==> config.mk <==
export PLATFORM = sky130hd
export DESIGN_NAME = prio_seq_top
export DESIGN_NICKNAME = d
export VERILOG_FILES = /design/src/rtl/prio_seq_pkg.sv /design/src/rtl/prio_seq_datapath.sv /design/src/rtl/prio_seq_ctrl.sv /design/src/rtl/prio_seq_top.sv
export SDC_FILE = /design/constraint.sdc
export NUM_CORES = 1
export LEC_CHECK = 0
export BUFFER_PORTS_ARGS = -buffer_cell sky130_fd_sc_hd__buf_2
export CAP_MARGIN = 20
export CORE_MARGIN = 2
export CORE_UTILIZATION = 60
export CTS_CLUSTER_SIZE = 28
export DETAILED_ROUTE_END_ITERATION = 16
export PLACE_DENSITY = 0.77
export SYNTH_ARGS = -nofsm -noshare
export SYNTH_HDL_FRONTEND = slang
export SYNTH_SLANG_ARGS = --single-unit
==> constraint.sdc <==
create_clock -name clk -period 5.3 [get_ports clk]
set_input_delay 1.06 -clock clk [delete_from_list [all_inputs] [get_ports clk]]
set_output_delay 1.06 -clock clk [all_outputs]
set_load 0.005 [all_outputs]
==> src/rtl/prio_seq_pkg.sv <==
package prio_seq_pkg;

  typedef enum logic [1:0] {
    PH_IDLE = 2'd0,
    PH_SCAN = 2'd1,
    PH_DONE = 2'd2
  } phase_t;

  // Strobes from control to datapath
  typedef struct packed {
    logic startScan;
    logic stepScan;
    logic seekResume;
    logic commit;
  } dp_ctrl_t;

  localparam logic ACT_SUSPEND = 1'b0;
  localparam logic ACT_RESUME  = 1'b1;

endpackage

==> src/rtl/prio_seq_datapath.sv <==
module prio_seq_datapath
  import prio_seq_pkg::*;
#(
  parameter int MAX_TASKS = 20,
  parameter int PRI_W     = 8,
  parameter int IDX_W     = 5,
  parameter int CNT_W     = 5
) (
  input  logic             clk,
  input  logic             rstN,
  input  dp_ctrl_t         ctrl,
  input  logic [CNT_W-1:0] taskCount,
  input  logic             bigIsHigh,
  input  logic             allowWrite,
  input  logic             wrEn,
  input  logic [IDX_W-1:0] wrIdx,
  input  logic [PRI_W-1:0] wrPri,
  output logic             scanLast,
  output logic             candFound,
  output logic [CNT_W-1:0] runTotal,
  output logic [CNT_W-1:0] suspTotal,
  output logic [IDX_W-1:0] evIdx
);

  logic [PRI_W-1:0] priTab [MAX_TASKS];
  logic             runTab [MAX_TASKS];

  logic [IDX_W-1:0] scanIdx;
  logic [IDX_W-1:0] candIdx;
  logic [PRI_W-1:0] candPri;
  logic [CNT_W-1:0] effCount;
  logic [IDX_W-1:0] lastIdx;
  logic [PRI_W-1:0] curPri;
  logic             curRun;
  logic             beats;
  logic             below;
  logic             take;

  // Clamp the active count to the table size
  always_comb begin
    if (taskCount > CNT_W'(MAX_TASKS)) effCount = CNT_W'(MAX_TASKS);
    else                               effCount = taskCount;
    lastIdx = IDX_W'(effCount - CNT_W'(1));
  end

  assign scanLast = (scanIdx == lastIdx);

  always_comb begin
    curPri = '0;
    curRun = 1'b0;
    for (int i = 0; i < MAX_TASKS; i++) begin
      if (scanIdx == IDX_W'(i)) begin
        curPri = priTab[i];
        curRun = runTab[i];
      end
    end
  end

  // Polarity-selectable strict comparisons; strictness keeps the lower index on ties
  always_comb begin
    beats = bigIsHigh ? (curPri > candPri) : (curPri < candPri);
    below = bigIsHigh ? (curPri < candPri) : (curPri > candPri);
    if (ctrl.seekResume) take = !curRun && (!candFound || below);
    else                 take =  curRun && (!candFound || beats);
  end

  // One register slice per table entry
  generate
    for (genvar g = 0; g < MAX_TASKS; g++) begin : g_entry
      logic wrHit;
      logic actHit;
      assign wrHit  = allowWrite && wrEn && (wrIdx == IDX_W'(g));
      assign actHit = ctrl.commit && (candIdx == IDX_W'(g));
      always_ff @(posedge clk) begin
        if (!rstN) begin
          priTab[g] <= '0;
          runTab[g] <= 1'b1;
        end else if (wrHit) begin
          priTab[g] <= wrPri;
          runTab[g] <= 1'b1;
        end else if (actHit) begin
          runTab[g] <= ctrl.seekResume;
        end
      end
    end
  endgenerate

  // Sequential search state
  always_ff @(posedge clk) begin
    if (!rstN) begin
      scanIdx   <= '0;
      candIdx   <= '0;
      candPri   <= '0;
      candFound <= 1'b0;
      runTotal  <= '0;
      suspTotal <= '0;
    end else if (ctrl.startScan) begin
      scanIdx   <= '0;
      candIdx   <= '0;
      candPri   <= '0;
      candFound <= 1'b0;
      runTotal  <= '0;
      suspTotal <= '0;
    end else if (ctrl.stepScan) begin
      scanIdx <= scanIdx + IDX_W'(1);
      if (curRun) runTotal  <= runTotal + CNT_W'(1);
      else        suspTotal <= suspTotal + CNT_W'(1);
      if (take) begin
        candFound <= 1'b1;
        candIdx   <= scanIdx;
        candPri   <= curPri;
      end
    end
  end

  always_ff @(posedge clk) begin
    if (!rstN)            evIdx <= '0;
    else if (ctrl.commit) evIdx <= candIdx;
  end

endmodule

==> src/rtl/prio_seq_ctrl.sv <==
module prio_seq_ctrl
  import prio_seq_pkg::*;
#(
  parameter int CNT_W  = 5,
  parameter int MISS_W = 8
) (
  input  logic              clk,
  input  logic              rstN,
  input  logic              tickIn,
  input  logic [CNT_W-1:0]  taskCount,
  input  logic              scanLast,
  input  logic              candFound,
  input  logic [CNT_W-1:0]  runTotal,
  input  logic [CNT_W-1:0]  suspTotal,
  output dp_ctrl_t          ctrl,
  output logic              busy,
  output logic              evValid,
  output logic              evAction,
  output logic [MISS_W-1:0] missCount
);

  phase_t phase;
  logic   modeResume;
  logic   countOk;
  logic   act;
  logic   flipMode;

  assign countOk = (taskCount >= CNT_W'(2));
  assign busy    = (phase != PH_IDLE);

  // Decide the outcome at the end of the search
  always_comb begin
    if (modeResume) begin
      act      = candFound && (suspTotal >= CNT_W'(1));
      flipMode = (suspTotal <= CNT_W'(1));
    end else begin
      act      = candFound && (runTotal >= CNT_W'(2));
      flipMode = (runTotal <= CNT_W'(2));
    end
  end

  always_comb begin
    ctrl.startScan  = (phase == PH_IDLE) && tickIn && countOk;
    ctrl.stepScan   = (phase == PH_SCAN);
    ctrl.seekResume = modeResume;
    ctrl.commit     = (phase == PH_DONE) && act;
  end

  always_ff @(posedge clk) begin
    if (!rstN) begin
      phase      <= PH_IDLE;
      modeResume <= 1'b0;
      evValid    <= 1'b0;
      evAction   <= ACT_SUSPEND;
    end else begin
      evValid <= 1'b0;
      unique case (phase)
        PH_IDLE: if (tickIn && countOk) phase <= PH_SCAN;
        PH_SCAN: if (scanLast) phase <= PH_DONE;
        PH_DONE: begin
          phase    <= PH_IDLE;
          evValid  <= act;
          evAction <= modeResume ? ACT_RESUME : ACT_SUSPEND;
          if (flipMode) modeResume <= !modeResume;
        end
        default: phase <= PH_IDLE;
      endcase
    end
  end

  always_ff @(posedge clk) begin
    if (!rstN)                              missCount <= '0;
    else if (tickIn && busy && !(&missCount)) missCount <= missCount + MISS_W'(1);
  end

endmodule

==> src/rtl/prio_seq_top.sv <==
module prio_seq_top
  import prio_seq_pkg::*;
#(
  parameter int MAX_TASKS = 20,
  parameter int PRI_W     = 8,
  parameter int MISS_W    = 8,
  localparam int IDX_W    = (MAX_TASKS > 1) ? $clog2(MAX_TASKS) : 1,
  localparam int CNT_W    = $clog2(MAX_TASKS + 1)
) (
  input  logic              clk,
  input  logic              rstN,
  input  logic              tickIn,
  input  logic              bigIsHigh,
  input  logic [CNT_W-1:0]  taskCount,
  input  logic              wrEn,
  input  logic [IDX_W-1:0]  wrIdx,
  input  logic [PRI_W-1:0]  wrPri,
  output logic              busy,
  output logic              evValid,
  output logic [IDX_W-1:0]  evIdx,
  output logic              evAction,
  output logic [MISS_W-1:0] missCount
);

  dp_ctrl_t         dpCtrl;
  logic             scanLast;
  logic             candFound;
  logic [CNT_W-1:0] runTotal;
  logic [CNT_W-1:0] suspTotal;

  prio_seq_ctrl #(.CNT_W(CNT_W), .MISS_W(MISS_W)) u_ctrl (
    .clk       (clk),
    .rstN      (rstN),
    .tickIn    (tickIn),
    .taskCount (taskCount),
    .scanLast  (scanLast),
    .candFound (candFound),
    .runTotal  (runTotal),
    .suspTotal (suspTotal),
    .ctrl      (dpCtrl),
    .busy      (busy),
    .evValid   (evValid),
    .evAction  (evAction),
    .missCount (missCount)
  );

  prio_seq_datapath #(
    .MAX_TASKS(MAX_TASKS), .PRI_W(PRI_W), .IDX_W(IDX_W), .CNT_W(CNT_W)
  ) u_dp (
    .clk        (clk),
    .rstN       (rstN),
    .ctrl       (dpCtrl),
    .taskCount  (taskCount),
    .bigIsHigh  (bigIsHigh),
    .allowWrite (!busy),
    .wrEn       (wrEn),
    .wrIdx      (wrIdx),
    .wrPri      (wrPri),
    .scanLast   (scanLast),
    .candFound  (candFound),
    .runTotal   (runTotal),
    .suspTotal  (suspTotal),
    .evIdx      (evIdx)
  );

endmodule

==> results.txt <==
Status: complete, no violations
Mean Syn Cell Area: 10.3 µm²
Max Cap Violations: 0
Crit Path Max Fanout: 16
Starting Density: 0.606
Endpoints failing hold: 0
Post-cts hold buffer count: 0
Worst Tran Pin Value: 0.944 ns
Startpoint types: flop
Clk sinks: 227
Hold slack: 0.462 ns
Hold depth: 2
Number of synthesized flops with an enable pin: 180
Rel. slew slack: 0.370
Total GRT Usage: 0.311
Die extent in y: 146 µm
Count of final setup violators: 0
Largest delay share family, worst path: compound AO/OA/AOI/OAI gates
Synth warn: 0
Drt total wl: 33700 µm
Synth Instances: 1176
Die Area: 21400 µm²
Clock skew: 0.0238 ns
Kind of critical path: flop to flop
Post-synth top flop: edfxtp_1
Slew Viols, Final: 0
Post-synthesis cell type count: 81
# DRC: 0
Tcrit/Tclk final: 0.936
Fin Setup TNS: 0 ns
Post-DRT Antenna Nets: 0
Input/output buffers: 38
H-tree depth: 1
Drt first pass iters: 7
Initial DRC count: 1264
Synthesized cell area: 12200 µm²
Post-DR vias/cell: 6.45
Static Leak: 4.84 nW
Syn Nets: 1218
FP Rows: 52
Maximum VDD drop: 0.000264 V
Fill cell count: 1628
Total CTS buffers: 25
Post-CTS Setup Inserts: 0
Seq/Total Area, Yosys: 0.522
Synth-to-layout area growth: 9.99%
CP Cell Sequence: inv_1, ha_2, buf_4, buf_4, nor2_1, a21oi_1, a2111oi_0, o21ai_1, a21oi_1, o21a_1, ha_1, nor2b_1, o211ai_1, a21oi_1, or4_1, a311o_1, mux2i_4, buf_4, mux2i_1
WP data arrival: 5.41 ns
Crit path buf inv count: 4
CTS clock-pin slew for the worst setup and hold paths: 0.06 ns
First-pass GRT wire length: 51500 µm
CTS tree: done
Layout cells sized above 1: 0.114
Initial antenna violation count: 0
Fin crit period: 4.96 ns
Asr flop ratio synth: 0
CP peak stage delay: 0.50 ns
Core ar.: 20000 µm²
Worst hold-check path type: flop to flop
GR Overflow Total: 0
Largest net degree at the start of global routing: 45
Routed WL per cell: 22.7 µm
Antenna diode count: 0
CP required: 5.75 ns
Reg2reg path depth: 19
Vias in the first global route: 9063
CP endpoint kind: flop
Routability Congestion: 0.963
Power per cell area: 301 nW/µm²
Routed via count: 9580
FMAX: 0.202 GHz
Nets: 1240
RSZ-0062 raised after global routing: false
Dpl hpwl: 24000 µm
I/O pin total: 39
Worst path slowest cell: or4_1
Synth Register Bits: 227
Clk_lat worst skew: 0.54 ns
Chip Width: 146 µm
Root Buffer: clkbuf_16
Worst path depth: 19
Worst-case clock buffer depth: 3
## where the power goes
part | internal (mW) | switching [mW]
Sequential | 1.97 | 0.0339
Combinational | 0.137 | 0.251
Clock | 0.925 | 0.698
Total | 3.04 | 0.983
## sequential cells by signal, summed over array words and instances, names as in the netlist
signal             flops
u_dp.priTab          160
u_dp.runTab           20
u_ctrl.missCount       8
u_dp.candPri           8
u_dp.candIdx           5
u_dp.evIdx             5
u_dp.runTotal          5
u_dp.scanIdx           5
u_dp.suspTotal         5
u_ctrl.phase           2
u_ctrl.evAction        1
u_ctrl.evValid         1
u_ctrl.modeResume      1
u_dp.candFound         1
## worst paths after layout
path | startpoint | end | slack, ns
hold / removal | u_dp.candPri[4]$_SDFFE_PP0P_ | u_dp.candPri[4]$_SDFFE_PP0P_ | 0.46
setup reg to reg | u_dp.scanIdx[1]$_SDFFE_PP0P_ | u_dp.candPri[5]$_SDFFE_PP0P_ | 0.34
setup / recovery | u_dp.scanIdx[1]$_SDFFE_PP0P_ | u_dp.candPri[5]$_SDFFE_PP0P_ | 0.34
hold reg to reg | u_dp.candPri[4]$_SDFFE_PP0P_ | u_dp.candPri[4]$_SDFFE_PP0P_ | 0.46
## metrics by stage
stage | utilization | setup slack [ns] | power, mW | cells | instance area (µm²)
6_report | 0.667 | 0.338 | 4.02 | 1485 | 13400
5_1_grt | 0.667 | 0.105 | 4.12 | 1485 | 13400
4_1_cts | 0.666 | 0.249 | 4.01 | 1483 | 13300
3_5_place_dp | 0.628 | 0.275 | 2.42 | 1439 | 12600
3_3_place_gp | 0.628 | 0.453 | 2.41 | 1439 | 12600
2_1_floorplan | - | 0.995 | 2.29 | 1176 | 12200
## per-layer routing
layer | vias up | GRT usage | part of all wire
li1 | 4317 | - | -
met2 | 522 | 0.508 | 0.47
met1 | 4620 | 0.422 | 0.40
met5 | - | 0.00455 | 0
met3 | 121 | 0.0538 | 0.088
met4 | 0 | 0.115 | 0.041
## what timing repair did
item	in CTS	in global routing
resized for setup	0	2
endpoints found under the setup margin	0	12
hold endpoints to repair	0	0
## cells in the final DEF (no fill, tap or decap), types with 22 or more instances in the layout
cell type,instances
nand2_1,76
and2_1,170
clkbuf_16,26
nand3_1,37
buf_2,38
nand2b_1,22
buf_4,36
a21oi_1,54
dfxtp_1,47
o21ai_0,55
nor2_1,87
inv_1,36
edfxtp_1,180
## area by class of cell
type,count,area [µm²],area share
flip-flops and latches,227,6350,0.475
multi-input cells,831,5310,0.397
clock buffers,34,704,0.0527
repair buffers,75,480,0.0359
well taps,270,338,0.0253
inverters,38,143,0.0107
clock inverters,10,48.8,0.00365
## cell usage after synthesis (all sizes together), types with 7 or more instances
master	number	area (µm²)
ha	19	238
o21bai	10	75.1
nor2	87	327
nand3	37	185
o31ai	10	80.1
and2	170	1060
a21oi	54	270
nand3b	9	67.6
clkbuf	61	230
a221oi	10	87.6
buf	19	139
o21ai	60	304
nor3	20	100
or3b	7	61.3
o21a	15	113
a31oi	7	43.8
nand2	76	285
mux2i	21	223
or4	9	67.6
a211oi	9	80.1
o211ai	18	140
xnor2	13	114
or3	12	75.1
nand4	11	68.8
nor2b	18	113
inv	37	139
edfxtp	180	5410
dfxtp	47	941
nand2b	22	138
## worst register-to-register path, stage by stage (launching register included)
cell and delay, ns:
dfxtp_1 0.47, inv_1 0.11, ha_2 0.31, buf_4 0.22, buf_4 0.19, nor2_1 0.22
a21oi_1 0.09, a2111oi_0 0.43, o21ai_1 0.14, a21oi_1 0.38, o21a_1 0.20, ha_1 0.24
nor2b_1 0.14, o211ai_1 0.15, a21oi_1 0.13, or4_1 0.50, a311o_1 0.40, mux2i_4 0.16
buf_4 0.21, mux2i_1 0.20
## kinds of logic after synthesis
logic type | count (synthesis) | share of synthesized area
buf+inv | 118 | 0.0421
fa+ha+maj | 19 | 0.0196
mux | 21 | 0.0183
flops | 227 | 0.522
xor+xnor | 19 | 0.0137
compound gates | 254 | 0.144
simple gates | 518 | 0.240
Power figures use the tool's default switching activity.
